==> src/rtl/exc_ctrl_pkg.sv <==
package exc_ctrl_pkg;
  typedef enum logic [4:0] {
    M_USR = 5'h10,
    M_FIQ = 5'h11,
    M_IRQ = 5'h12,
    M_SVC = 5'h13,
    M_ABT = 5'h17,
    M_UND = 5'h1B,
    M_SYS = 5'h1F
  } mode_e;

  localparam int NUM_EVT  = 7;
  localparam int EV_RST   = 0;
  localparam int EV_UND   = 1;
  localparam int EV_SWI   = 2;
  localparam int EV_PABT  = 3;
  localparam int EV_DABT  = 4;
  localparam int EV_IRQ   = 5;
  localparam int EV_FIQ   = 6;

  localparam int T_BIT    = 5;
  localparam int F_BIT    = 6;
  localparam int I_BIT    = 7;
  localparam int NUM_SPSR = 5;

  function automatic logic mode_ok(logic [4:0] m);
    case (m)
      M_USR, M_FIQ, M_IRQ, M_SVC, M_ABT, M_UND, M_SYS: return 1'b1;
      default: return 1'b0;
    endcase
  endfunction

  // saved-status bank of a mode, -1 when the mode has none
  function automatic int spsr_bank(logic [4:0] m);
    case (m)
      M_FIQ:   return 0;
      M_IRQ:   return 1;
      M_SVC:   return 2;
      M_ABT:   return 3;
      M_UND:   return 4;
      default: return -1;
    endcase
  endfunction

  function automatic logic [4:0] evt_mode(logic [2:0] idx);
    case (int'(idx))
      EV_UND:           return M_UND;
      EV_PABT, EV_DABT: return M_ABT;
      EV_IRQ:           return M_IRQ;
      EV_FIQ:           return M_FIQ;
      default:          return M_SVC;
    endcase
  endfunction
endpackage

==> src/rtl/exc_bank_map.sv <==
module exc_bank_map
  import exc_ctrl_pkg::*;
#(
  parameter int PIDX_W = 6
) (
  input  logic [4:0]        mode_i,
  input  logic [3:0]        lreg_i,
  output logic [PIDX_W-1:0] pidx_o
);
  localparam int FIQ_OFS   = 8;   // r8 of fast-interrupt bank sits at 16
  localparam int PAIR_BASE = 23;  // first banked r13/r14 pair

  int bank;

  always_comb begin
    bank   = spsr_bank(mode_i);
    pidx_o = PIDX_W'(lreg_i);
    if (lreg_i != 4'd15) begin
      if (mode_i == M_FIQ && lreg_i >= 4'd8)
        pidx_o = PIDX_W'(int'(lreg_i) + FIQ_OFS);
      else if (lreg_i >= 4'd13 && bank >= 1)
        pidx_o = PIDX_W'(PAIR_BASE + 2 * (bank - 1) + int'(lreg_i) - 13);
    end
  end
endmodule

==> src/rtl/exc_evt_arb.sv <==
module exc_evt_arb
  import exc_ctrl_pkg::*;
(
  input  logic [NUM_EVT-1:0] evt_i,
  input  logic               irq_mask_i,
  input  logic               fiq_mask_i,
  output logic               take_o,
  output logic [2:0]         idx_o
);
  localparam int PRIO [NUM_EVT] = '{EV_RST, EV_DABT, EV_FIQ, EV_IRQ,
                                    EV_PABT, EV_UND, EV_SWI};

  logic [NUM_EVT-1:0] live;

  always_comb begin
    live          = evt_i;
    live[EV_IRQ]  = evt_i[EV_IRQ] & ~irq_mask_i;
    live[EV_FIQ]  = evt_i[EV_FIQ] & ~fiq_mask_i;
    take_o        = 1'b0;
    idx_o         = '0;
    // walk lowest priority first so the highest one wins
    for (int k = NUM_EVT - 1; k >= 0; k--) begin
      if (live[PRIO[k]]) begin
        take_o = 1'b1;
        idx_o  = 3'(PRIO[k]);
      end
    end
  end
endmodule

==> src/rtl/exc_mode_ctrl.sv <==
module exc_mode_ctrl
  import exc_ctrl_pkg::*;
#(
  parameter int          DW         = 32,
  parameter int          NUM_PHYS   = 37,
  parameter logic [31:0] HIVEC_BASE = 32'hFFFF_0000,
  parameter int          SLOT_BYTES = 16,
  localparam int         PIDX_W     = $clog2(NUM_PHYS)
) (
  input  logic               clk_i,
  input  logic               rst_ni,
  input  logic [NUM_EVT-1:0] evt_i,
  input  logic               ret_i,
  input  logic [DW-1:0]      pc_i,
  input  logic               hivec_i,
  input  logic               sr_we_i,
  input  logic [DW-1:0]      sr_wdata_i,
  output logic [DW-1:0]      sr_o,
  output logic [DW-1:0]      spsr_o,
  input  logic [3:0]         lreg_i,
  output logic [PIDX_W-1:0]  preg_o,
  output logic [PIDX_W-1:0]  lr_ridx_o,
  input  logic [DW-1:0]      link_rdata_i,
  output logic               lr_we_o,
  output logic [PIDX_W-1:0]  lr_widx_o,
  output logic [DW-1:0]      lr_wdata_o,
  output logic               pc_load_o,
  output logic [DW-1:0]      pc_val_o
);
  localparam logic [DW-1:0] SR_RST   = DW'(32'h0000_00D3);
  localparam logic [DW-1:0] SPSR_RST = DW'(32'h0000_0010);

  logic [DW-1:0]     cpsr_q;
  logic [DW-1:0]     spsr_q [NUM_SPSR];
  logic [4:0]        cur_mode, tgt_mode;
  logic              take;
  logic [2:0]        evt_idx;
  int                cur_bank, tgt_bank;
  logic [DW-1:0]     entry_sr, vec_addr, cur_spsr;
  logic [PIDX_W-1:0] tgt_lr_idx;
  logic              do_ret, do_wr;

  assign cur_mode = cpsr_q[4:0];
  assign cur_bank = spsr_bank(cur_mode);
  assign tgt_mode = evt_mode(evt_idx);
  assign tgt_bank = spsr_bank(tgt_mode);

  exc_evt_arb i_arb (
    .evt_i      (evt_i),
    .irq_mask_i (cpsr_q[I_BIT]),
    .fiq_mask_i (cpsr_q[F_BIT]),
    .take_o     (take),
    .idx_o      (evt_idx)
  );

  exc_bank_map #(.PIDX_W(PIDX_W)) i_map_port (
    .mode_i (cur_mode), .lreg_i (lreg_i), .pidx_o (preg_o)
  );

  exc_bank_map #(.PIDX_W(PIDX_W)) i_map_rlr (
    .mode_i (cur_mode), .lreg_i (4'd14), .pidx_o (lr_ridx_o)
  );

  exc_bank_map #(.PIDX_W(PIDX_W)) i_map_wlr (
    .mode_i (tgt_mode), .lreg_i (4'd14), .pidx_o (tgt_lr_idx)
  );

  always_comb begin
    entry_sr        = cpsr_q;
    entry_sr[4:0]   = tgt_mode;
    entry_sr[T_BIT] = 1'b0;
    entry_sr[I_BIT] = 1'b1;
    if (int'(evt_idx) == EV_FIQ || int'(evt_idx) == EV_RST)
      entry_sr[F_BIT] = 1'b1;
  end

  assign vec_addr = (hivec_i ? DW'(HIVEC_BASE) : '0) + DW'(evt_idx) * DW'(SLOT_BYTES);

  always_comb begin
    cur_spsr = '0;
    for (int b = 0; b < NUM_SPSR; b++)
      if (cur_bank == b) cur_spsr = spsr_q[b];
  end

  assign spsr_o = cur_spsr;
  assign do_ret = !take && ret_i && (cur_bank >= 0);
  assign do_wr  = !take && !do_ret && sr_we_i && mode_ok(sr_wdata_i[4:0]);

  for (genvar b = 0; b < NUM_SPSR; b++) begin : g_spsr
    always_ff @(posedge clk_i or negedge rst_ni) begin
      if (!rst_ni)                    spsr_q[b] <= SPSR_RST;
      else if (take && tgt_bank == b) spsr_q[b] <= cpsr_q;
    end
  end

  always_ff @(posedge clk_i or negedge rst_ni) begin
    if (!rst_ni) begin
      cpsr_q     <= SR_RST;
      pc_load_o  <= 1'b0;
      pc_val_o   <= '0;
      lr_we_o    <= 1'b0;
      lr_widx_o  <= '0;
      lr_wdata_o <= '0;
    end else begin
      pc_load_o <= 1'b0;
      lr_we_o   <= 1'b0;
      if (take) begin
        cpsr_q     <= entry_sr;
        pc_load_o  <= 1'b1;
        pc_val_o   <= vec_addr;
        lr_we_o    <= 1'b1;
        lr_widx_o  <= tgt_lr_idx;
        lr_wdata_o <= pc_i;
      end else if (do_ret) begin
        cpsr_q    <= cur_spsr;
        pc_load_o <= 1'b1;
        pc_val_o  <= link_rdata_i;
      end else if (do_wr) begin
        cpsr_q        <= sr_wdata_i;
        cpsr_q[T_BIT] <= cpsr_q[T_BIT];
      end
    end
  end

  assign sr_o = cpsr_q;
endmodule

==> config.mk <==
export PLATFORM = sky130hd
export DESIGN_NAME = exc_mode_ctrl
export DESIGN_NICKNAME = d
export VERILOG_FILES = /design/src/rtl/exc_ctrl_pkg.sv /design/src/rtl/exc_bank_map.sv /design/src/rtl/exc_evt_arb.sv /design/src/rtl/exc_mode_ctrl.sv
export SDC_FILE = /design/constraint.sdc
export NUM_CORES = 1
export LEC_CHECK = 0
export BUFFER_PORTS_ARGS = -buffer_cell sky130_fd_sc_hd__buf_4
export CORE_MARGIN = 2
export CORE_UTILIZATION = 30
export DETAILED_ROUTE_END_ITERATION = 12
export GPL_TIMING_DRIVEN = 0
export SYNTH_ARGS = -nofsm -noshare
export SYNTH_HDL_FRONTEND = slang
export SYNTH_SLANG_ARGS = --single-unit
==> constraint.sdc <==
create_clock -name clk_i -period 5.92 [get_ports clk_i]
set_input_delay 1.48 -clock clk_i [delete_from_list [all_inputs] [get_ports clk_i]]
set_output_delay 1.48 -clock clk_i [all_outputs]
set_load 0.02 [all_outputs]
==> reports/results.ini <==
[grt]
antenna_found_initial=0
grt_max_degree=116
overflow=0
track_usage=0.182
grt_pass1_vias=10086
grt_pass1_wl_um=61500

[die]
fp-row-count=74
die_x_um=208
die-area_sq_mm=0.0434
die_h_um=208
core_region_area_sq_mm=0.0410
initial_core_util=0.305
ios=260

[timing]
final-hold-violation-count=0
period_share=0.974
whs_ns=0.461
skew_ns=0.0111
setup_viol=0
slew_headroom=0.351
tightest_slew_ns=0.973
fin_crit_ns=5.77
drv_slew=0
setup-tns-final_ns=0
max_freq_mhz=173

[clocking]
cts_tree=done
clockBufferDepth=3
cts_sinks=263
cts_buffers=31
cts_max_level=1
cts_root_buf=clkbuf_16
path_clk_slew_ns=0.06
clk_latency_ns=0.59

[cells_and_area]
final_cell_mix=buf_4 (265), nand2_1 (254), dfrtp_1 (253), mux2_2 (124), nand3b_1 (57)
drive_above_1_share=0.336
final_common_cell=buf_4
fin_nets=1589
area_growth_syn_to_layout_pct=29.8
multiInputGateArea_sq_mm=0.00535
nFillCells=4065
post-route-cell-area_sq_mm=0.0163
antenna_cells=0
regArea_sq_mm=0.00659

[placed_design]
hpwlAfterDp_um=28400
port_buffers=255
placed_area_sq_mm=0.0152
globalplace.congestion=0.823

[pwr]
power_density_mw_per_mm2=314
p_comb_frac=0.200
seq_power_share=0.424
peakVddDrop_uv=232
intPower_mw=3.60
swShare=0.295
clkPwrFrac=0.376
p_leak_nw=8.13
power_switching_mw=1.50

[min_path]
hold_class=reg2reg
holdCritStartpoint=spsr_q[132]

[detailed_routing]
drt_drc_violations_left=0
drtIter0Drc=916
wl_per_cell_um=19.9
viasPerCell=5.05
first_pass_iters=7
vias=10178
ant_nets=0
drt_wl_total_um=40200

[critical_path]
cp-start-kind=flip-flop
timing.rr.start=sr_o[3]
worstPathRequired_ns=4.44
slowest_stage=a222oi_1
critical_path_class=reg2out
crit_arrival_ns=4.29
max_stage_delay_ns=0.67
crit_path_start=sr_o[3]
cp_cell_sequence=buf_2, nand2b_1, nand3_1, o21ai_0, and2_2, inv_1, ha_1, and2_1, clkbuf_1, nand3b_1, a222oi_1, inv_1, buf_4
cp_top_family=buffers and inverters
crit_top_cell=inv_1
cp_num_buf_inv=5
endpoint_kind=output pin
worst-path-max-fanout=10

[synth]
synth_xor_area_frac=0.00770
synth_compound_area_frac=0.108
async_flop_share=1.00
post_synth_and_or_nand_nor_area_fraction=0.139
syn_area_sq_mm=0.0125
yosysUniqueCellTypes=67
ys_seq_elements=263
yosysWarnings=0
yosysSeqAreaShare=0.527
ys.flop_type=dfrtp_1
syn_inst=1168
post_synth_fa_ha_maj_area_fraction=0.0192
synth_top_family_by_area=multiplexers
synth-edff-count=0
synth_mux_area_frac=0.152
synth.avg_cell_area_sq_um=10.7

[flow_run]
cap_viol_max_count=0

[outcome]
status=finished clean

## power groups by stage
stage                     sequential [mW]  combinational, mW  clock (mW)
final                                2.16               1.02        1.92
after global routing                 2.19               1.10        2.05
after CTS                            2.16               1.02        1.98
after detailed placement             2.19               1.02           0
after global placement               2.18              0.995           0
after floorplan                      2.21              0.509           0
## per-stage QoR
stage / power (mW) / setup slack (ns) / util / cells
2_1_floorplan: 2.72 / 0.830 / - / 1169
4_1_cts: 5.16 / 0.00649 / 0.395 / 2014
6_report: 5.10 / 0.154 / 0.396 / 2016
5_1_grt: 5.35 / -0.00352 / 0.396 / 2016
3_3_place_gp: 3.18 / 0.264 / 0.368 / 1956
3_5_place_dp: 3.21 / 0.231 / 0.370 / 1959
## Yosys cell counts, drive strengths merged (3+ instances only)
cell / instances / share of area
a211oi: 3 / 0.0022
a21boi: 3 / 0.0018
a21oi: 35 / 0.014
a222oi: 29 / 0.023
a22o: 14 / 0.0098
a22oi: 5 / 0.0030
a311oi: 28 / 0.020
a31oi: 3 / 0.0015
and2: 7 / 0.0035
and3: 3 / 0.0015
buf: 37 / 0.015
clkbuf: 50 / 0.015
dfrtp: 253 / 0.51
dfstp: 10 / 0.021
ha: 16 / 0.016
inv: 56 / 0.017
mux2: 124 / 0.11
mux2i: 51 / 0.041
nand2: 256 / 0.077
nand2b: 6 / 0.0030
nand3: 6 / 0.0024
nand3b: 57 / 0.034
nor2: 10 / 0.0038
nor2b: 4 / 0.0020
nor3: 8 / 0.0032
o211ai: 3 / 0.0018
o21ai: 42 / 0.017
xnor2: 6 / 0.0042
xor2: 5 / 0.0035
## worst reg2reg max path, cell delays in order (launching register included)
cell	delay, ns
dfrtp_1	0.47
buf_2	0.23
nand2b_1	0.17
nand3_1	0.08
o21ai_0	0.07
and2_2	0.24
inv_1	0.09
ha_1	0.49
and2_1	0.22
clkbuf_1	0.51
nand3b_1	0.16
a222oi_1	0.67
mux2i_1	0.14
## path summary, 6_finish.rpt
| check | to | slack [ns] | depth (start not counted) |
|---|---|---|---|
| max in group asynchronous | spsr_q[75] | 3.74 | 4 |
| hold / removal | spsr_q[132] | 0.46 | 2 |
| setup / recovery | spsr_o[26] | 0.15 | 13 |
| min in group asynchronous | pc_val_o[10] | 0.94 | 2 |
| hold reg to reg | spsr_q[132] | 0.46 | 2 |
| setup reg to reg | sr_o[26] | 2.22 | 12 |
## sequential cells by signal, indices dropped and copies added, names as in the netlist
name and cells:
lr_widx_o 5, spsr_q 160, sr_o 32, pc_load_o 1, lr_wdata_o 32, pc_val_o 32, lr_we_o 1
## per-layer routing
| layer | vias up | routed length (um) | global-route usage |
|---|---|---|---|
| met2 | 407 | 18700 | 0.297 |
| li1 | 4687 | - | - |
| met5 | - | 0 | 0 |
| met4 | 0 | 757 | 0.0394 |
| met1 | 5036 | 17400 | 0.247 |
| met3 | 48 | 3340 | 0.0403 |
## final cells by class
class	count	share of cell area
buffer	83	0.0229
clock buffer	41	0.0537
clock inverter	16	0.00962
inverter	56	0.0129
multi-input combinational	763	0.329
sequential	263	0.406
tap	532	0.0410
timing repair buffer	262	0.125
## logic make-up after synthesis
logic type,Yosys count
and+or+nand+nor,370
buffers and inverters,143
muxes,175
DFF,263
other,2
xor gates and xnor gates,11
adders and majority gates,19
AOI/OAI and AO/OA,185
## timing repair
item	in CTS	in global routing
hold buffers	0	0
pin swaps	1	3
endpoints found under the setup margin	23	24
setup buffers	1	3
hold endpoints to repair	0	0
resized for setup	2	9
Power figures use the tool's default switching activity.
